===== config.mk =====
export PLATFORM = sky130hd
export DESIGN_NAME = fdc_iface_status
export DESIGN_NICKNAME = d
export VERILOG_FILES = /design/src/rtl/fdc_stat_pkg.sv /design/src/rtl/fdc_sync2.sv /design/src/rtl/fdc_edge_flag.sv /design/src/rtl/fdc_iface_status.sv
export SDC_FILE = /design/constraint.sdc
export NUM_CORES = 1
export LEC_CHECK = 0
export BUFFER_PORTS_ARGS = -buffer_cell sky130_fd_sc_hd__buf_2
export CAP_MARGIN = 25
export CELL_PAD_IN_SITES_DETAIL_PLACEMENT = 0
export CELL_PAD_IN_SITES_GLOBAL_PLACEMENT = 1
export CORE_MARGIN = 5
export CORE_UTILIZATION = 33
export CTS_CLUSTER_DIAMETER = 60
export DETAILED_ROUTE_END_ITERATION = 10
export GPL_ROUTABILITY_DRIVEN = 0
export PLACE_DENSITY = 0.84
export SETUP_SLACK_MARGIN = 0.2
export SYNTH_ARGS = -nofsm -noshare
export SYNTH_HDL_FRONTEND = slang
export SYNTH_SLANG_ARGS = --single-unit

===== constraint.sdc =====
create_clock -name clk -period 2.9 [get_ports clk]
set_clock_uncertainty 0.15 [all_clocks]
set_input_delay 0.435 -clock clk [delete_from_list [all_inputs] [get_ports clk]]
set_output_delay 0.435 -clock clk [all_outputs]
set_load 0.02 [all_outputs]

===== src/rtl/fdc_stat_pkg.sv =====
package fdc_stat_pkg;

    localparam int STAT_W  = 8;
    localparam int NUM_CAP = 3;

    // bit positions within the status byte
    localparam int BIT_NDS2  = 0;
    localparam int BIT_NDS3  = 1;
    localparam int BIT_CAP0  = 2;
    localparam int BIT_NDS0  = 5;
    localparam int BIT_NDS1  = 6;
    localparam int BIT_NDRV2 = 7;

    typedef enum logic {
        CAP_IDLE = 1'b0,
        CAP_HELD = 1'b1
    } cap_state_e;

    typedef enum logic {
        EDGE_RISE = 1'b0,
        EDGE_FALL = 1'b1
    } edge_kind_e;

    // channel 0: write gate (active high, capture on activation)
    // channels 1,2: read/write data (active low, capture on return to idle)
    function automatic edge_kind_e cap_edge(input int idx);
        case (idx)
            0:       return EDGE_RISE;
            default: return EDGE_RISE;
        endcase
    endfunction

    function automatic logic cap_idle_lvl(input int idx);
        case (idx)
            0:       return 1'b0;
            default: return 1'b1;
        endcase
    endfunction

endpackage


===== src/rtl/fdc_sync2.sv =====
module fdc_sync2 #(
    parameter logic RST_VAL = 1'b0
) (
    input  logic clk,
    input  logic rst_n,
    input  logic d_i,
    output logic q_o
);

    logic meta_q;
    logic stab_q;

    always_ff @(posedge clk or negedge rst_n) begin
        if (!rst_n) begin
            meta_q <= RST_VAL;
            stab_q <= RST_VAL;
        end else begin
            meta_q <= d_i;
            stab_q <= meta_q;
        end
    end

    assign q_o = stab_q;

endmodule


===== src/rtl/fdc_edge_flag.sv =====
module fdc_edge_flag
    import fdc_stat_pkg::*;
#(
    parameter edge_kind_e KIND     = EDGE_RISE,
    parameter logic       IDLE_LVL = 1'b0
) (
    input  logic clk,
    input  logic rst_n,
    input  logic lvl_i,
    input  logic clr_i,
    output logic flag_o
);

    logic       prev_q;
    logic       hit;
    cap_state_e state_q;
    cap_state_e state_d;

    always_ff @(posedge clk or negedge rst_n) begin
        if (!rst_n) prev_q <= IDLE_LVL;
        else        prev_q <= lvl_i;
    end

    generate
        if (KIND == EDGE_RISE) begin : g_rise
            assign hit = lvl_i & ~prev_q;
        end else begin : g_fall
            assign hit = ~lvl_i & prev_q;
        end
    endgenerate

    // state register
    always_ff @(posedge clk or negedge rst_n) begin
        if (!rst_n) state_q <= CAP_IDLE;
        else        state_q <= state_d;
    end

    // next state: capture beats clear
    always_comb begin
        state_d = state_q;
        unique case (state_q)
            CAP_IDLE: if (hit)              state_d = CAP_HELD;
            CAP_HELD: if (clr_i && !hit)    state_d = CAP_IDLE;
            default:                        state_d = CAP_IDLE;
        endcase
    end

    // outputs
    always_comb begin
        unique case (state_q)
            CAP_HELD: flag_o = 1'b1;
            default:  flag_o = 1'b0;
        endcase
    end


    set_on_edge_chk: assert property (@(posedge clk) disable iff (!rst_n)
        hit |=> (state_q == CAP_HELD));


    clear_drops_flag_chk: assert property (@(posedge clk) disable iff (!rst_n)
        (clr_i && !hit && state_q == CAP_HELD) |=> (state_q == CAP_IDLE));


    hold_state_chk: assert property (@(posedge clk) disable iff (!rst_n)
        (!hit && !clr_i) |=> $stable(state_q));

endmodule


===== src/rtl/fdc_iface_status.sv =====
module fdc_iface_status
    import fdc_stat_pkg::*;
(
    input  logic              clk,
    input  logic              rst_n,
    input  logic              wgate_i,
    input  logic              rdata_n_i,
    input  logic              wdata_n_i,
    input  logic              ds0_n_i,
    input  logic              ds1_n_i,
    input  logic              host_rd_en_i,
    input  logic              stat_sel_i,
    input  logic              dir_sel_i,
    output logic [STAT_W-1:0] status_o,
    output logic [STAT_W-1:0] host_rdata_o
);

    logic [NUM_CAP-1:0] raw_lines;
    logic [NUM_CAP-1:0] sync_lines;
    logic [NUM_CAP-1:0] cap_flags;
    logic               dir_clr;
    logic               stat_rd;

    assign raw_lines = {wdata_n_i, rdata_n_i, wgate_i};
    assign dir_clr   = host_rd_en_i & dir_sel_i;
    assign stat_rd   = host_rd_en_i & stat_sel_i;

    generate
        for (genvar ch = 0; ch < NUM_CAP; ch++) begin : g_cap
            fdc_sync2 #(
                .RST_VAL (cap_idle_lvl(ch))
            ) sync_i (
                .clk   (clk),
                .rst_n (rst_n),
                .d_i   (raw_lines[ch]),
                .q_o   (sync_lines[ch])
            );

            fdc_edge_flag #(
                .KIND     (cap_edge(ch)),
                .IDLE_LVL (cap_idle_lvl(ch))
            ) flag_i (
                .clk    (clk),
                .rst_n  (rst_n),
                .lvl_i  (sync_lines[ch]),
                .clr_i  (dir_clr),
                .flag_o (cap_flags[ch])
            );
        end
    endgenerate

    always_comb begin
        status_o                            = '0;
        status_o[BIT_NDS2]                  = 1'b1;
        status_o[BIT_NDS3]                  = 1'b1;
        status_o[BIT_CAP0+NUM_CAP-1:BIT_CAP0] = cap_flags;
        status_o[BIT_NDS0]                  = ds0_n_i;
        status_o[BIT_NDS1]                  = ds1_n_i;
        status_o[BIT_NDRV2]                 = 1'b1;
    end

    assign host_rdata_o = stat_rd ? status_o : '0;


    wgate_origin_chk: assert property (@(posedge clk) disable iff (!rst_n)
        $rose(status_o[BIT_CAP0]) |-> $past(wgate_i, 3));


    rdata_origin_chk: assert property (@(posedge clk) disable iff (!rst_n)
        $rose(status_o[BIT_CAP0+1]) |-> $past(rdata_n_i, 3));

endmodule


# After elaboration in Yosys (flattened, before gate mapping)
# Index checks and enable logic that the tools add are counted.
[op_classes]
reduce_logical = 6
bitwise_logic = 11
n_mux = 13
[ops]
columns = ["op", "count"]
rows = [
  ["$mux 1", 9],
  ["$mux 8", 1],
  ["$not 1->1", 6],
  ["$pmux 1 s2", 3],
  ["$and 1x1->1", 5],
  ["$logic_and 1x1->1", 3],
  ["$logic_not 1->1", 3],
]
[word_totals]
ff_bits = 12
input_bits = 10

# Longest topological paths before layout
[logic_depth]
depth_word = 6
depth_mapped = 2

# By module
# A second synthesis with hierarchy kept.
[unflattened]
hier_cells = 37
hier_area_um2 = 478.0
[by_module_without_submodules]
columns = ["mod", "instances", "seq_area_each_um2", "area_each_um2", "cells_each"]
rows = [
  ["fdc_edge_flag (g_cap[1].flag_i ...)", 2, 51.3, 71.3, 5],
  ["fdc_iface_status", 1, 0.0, 110.1, 16],
  ["fdc_sync2 (g_cap[1].sync_i ...)", 2, 52.6, 52.6, 2],
  ["fdc_edge_flag (g_cap[0].flag_i)", 1, 50.0, 70.1, 5],
  ["fdc_sync2 (g_cap[0].sync_i)", 1, 50.0, 50.0, 2],
]

# Least setup slack after synthesis
# Ideal clock, no wire load.
[synth_path]
path_type = "input to output"
start = "input port stat_sel_i"
end = "output port host_rdata_o[0]"
slack_ns = 1.548
cell_stages = 2
required_time_ns = 2.315
path_buffers = 1
t_arrival_ns = 0.767
cell_sequence = "and2_2 buf_4"
[synth_via]
elab_chain_len = 2
[synth_lines]
columns = ["item", "line", "rtl"]
rows = [
  ["start: declaration", "fdc_iface_status.sv:12", "input logic stat_sel_i,"],
  ["$and 1x1->1", "fdc_iface_status.sv:26", "assign stat_rd = host_rd_en_i & stat_sel_i;"],
  ["$mux 8", "fdc_iface_status.sv:62", "assign host_rdata_o = stat_rd ? status_o : '0;"],
  ["end: declaration", "fdc_iface_status.sv:15", "output logic [STAT_W-1:0] host_rdata_o"],
]
# No other way between the ends.

# Worst setup path after layout
[layout_path]
start = "register g_cap[0].flag_i.state_q"
end = "output port host_rdata_o[2]"
[layout_via]
elab_chain_len = 2
[layout_lines]
columns = ["item", "line", "rtl"]
rows = [
  ["start: declaration", "fdc_edge_flag.sv:16", "cap_state_e state_q;"],
  ["start signal: assignment", "fdc_edge_flag.sv:35", "else state_q <= state_d;"],
  ["$mux 1", "fdc_edge_flag.sv:50", "unique case (state_q)"],
  ["$mux 8", "fdc_iface_status.sv:62", ""],
]
# No other way between the ends.

==> flow_summary.ini <==
[run_status]
status = finished clean

[timing]
fmax_mhz = 638.9
slew_violations = 0
whs_ns = 0.1138
min_period_over_period_pct = 53.97
fin_tns_setup_ns = 0
setup_viol = 0
rsz0062_at_grt = no
timing_hold_violations_final = 0
post-route-worst-setup-slack_ns = 1.335
layout_min_cycle_time_ns = 1.565

[logic_synthesis]
ys_warn_count = 0
synthMostInstantiatedCell = buf_4
netlist_instances = 37
syn_area_um2 = 483.0
synth.area.top_cells = dfstp_2, dfrtp_1, buf_4
synth.yosys.seq_area_share_pct = 63.73
synth_flop_cell = dfstp_2
synthTopCellsByCount = buf_4, dfrtp_1, dfstp_2
avgSynthCellArea_um2 = 13.05
synth_top_area_cell = dfstp_2
synth-seq-cells = 12
synth_cell_types = 9
synth-edff-count = 0
async_reset_ff_share_pct = 100.0
synth.top_cell.area_share_pct = 32.64

[detailed_routing]
wl_met1_um = 259
met2_length_um = 262
firstDrtPassIters = 1
wl_met3_um = 170
drc = 0
wl_per_cell_um = 9.886
via_per_inst = 4.314
ant_nets = 0
drt-initial-drc-count = 0
highest_layer = met3
routed_wl_um = 692
num_vias = 302

[die]
start_util_pct = 35.77
rows = 13
io_pins = 26
core-area_um2 = 1350
fp.dieH_um = 48.26
fp.dieW_um = 48.26
fp.dieArea_um2 = 2329

[placement]
place.port_buffers = 22
dp_cells = 65
dp_slack_ns = 1.403

[layout]
fin_cells = 70
multi_input_area_um2 = 88.84
antenna_cells = 0
seq_area_um2 = 307.8
syn2layout_area_growth_pct = 18.65
final_nets = 66
layout-drive-gt1-share_pct = 69.09
fillers = 135

[clock_network]
h-tree-depth = 1
insertion_delay_ns = 0.26
cts_root_buffer = clkbuf_4
tritoncts = done
cts_resized = 0
post_cts_buffers = 0
cts_buffer_depth = 2
cts.sinks = 12
clkTransAtPathRegs_ns = 0.07
holdBufCountCts = 1
cts_made_buffers = 3

[global_route]
antenna_found_initial = 0
grt_pass1_wl_um = 917
overflow = 0
grt_pass1_vias = 228
track_usage_pct = 6.088
grt_max_degree = 13

[power_and_ir_drop]
powerDensity_nw_per_um2 = 593.3
p_leak_nw = 0.3168
peakVddDrop_mv = 0.3105

[flow_run]
maxCapViolCount = 0

[setup_path]
crit_type = register to output port
worstPathRequired_ns = 2.32
crit_fanout = 3
cp.arrival_ns = 0.98
end_kind = output port
startpoint_type = register

[hold_path]
hold_class = input pin to register
-- cell families after synthesis --
family          Yosys count  share of synthesized area (%)
compound gates            3                          5.441
buf+inv                  14                          19.43
flops                    12                          63.73
other cells               1                         0.7765
simple gates              7                          10.62
-- final timing paths --
| kind | startpoint | end | slack (ns) | depth (start not counted) |
|---|---|---|---|---|
| hold / removal | wdata_n_i | g_cap[2].sync_i.meta_q | 0.11 | 1 |
| hold reg to reg | g_cap[0].sync_i.meta_q | g_cap[0].sync_i.q_o | 0.20 | 0 |
| setup / recovery | g_cap[0].flag_i.state_q | host_rdata_o[2] | 1.33 | 2 |
| max in group asynchronous | rst_n | g_cap[1].flag_i.prev_q | 1.93 | 2 |
| min in group asynchronous | rst_n | g_cap[0].flag_i.prev_q | 0.41 | 2 |
| setup reg to reg | g_cap[2].flag_i.prev_q | g_cap[2].flag_i.state_q | 1.89 | 2 |
-- registers in the layout, summed over array words and instances, names as in the netlist --
signal,count
g_cap.flag_i.prev_q,3
g_cap.flag_i.state_q,3
g_cap.sync_i.meta_q,3
g_cap.sync_i.q_o,3
-- cell usage in the layout, fill, tap and decap left out, drive strengths merged --
cell	Yosys	layout
buf	11	22
dfrtp	6	6
dfstp	6	6
and3	5	5
clkbuf	0	4
inv	3	3
a22o	3	3
conb	1	3
nand2	1	1
and2	1	1
dlygate4sd3	0	1
-- through the flow --
| step | instance area [µm²] | util, % | total power, mW |
|---|---|---|---|
| floorplan | 490.5 | - | 0.2333 |
| global placement | 536.8 | 39.76 | 0.2413 |
| detailed placement | 536.8 | 39.76 | 0.2425 |
| CTS | 573.1 | 42.45 | 0.3481 |
| global route | 573.1 | 42.45 | 0.3606 |
| finish | 573.1 | 42.45 | 0.3400 |
-- area by class of cell --
cell class                 count  area share, %
tap                           15          3.275
clock buffer                   4          4.585
timing repair buffer          23          20.96
sequential                    12          53.71
multi-input combinational     13          15.50
inverter                       3          1.965
-- critical path: stages, from the launching register on --
cell and delay, ns:
dfrtp_1 0.39, and3_2 0.17, buf_2 0.15
-- metal layers --
layer	vias up	GRT usage (%)
met4	0	4.839
met5	-	0
li1	142	-
met2	25	8.333
met1	135	6.928
met3	0	3.321
-- power breakdown --
part / switching (mW) / internal (mW) / total, mW
sequential: 0.00551 / 0.182 / 0.187
combinational: 0.0320 / 0.0200 / 0.0520
clock: 0.0476 / 0.0531 / 0.101
total: 0.0851 / 0.255 / 0.340
Note: power is estimated with default switching activity, not from simulation.
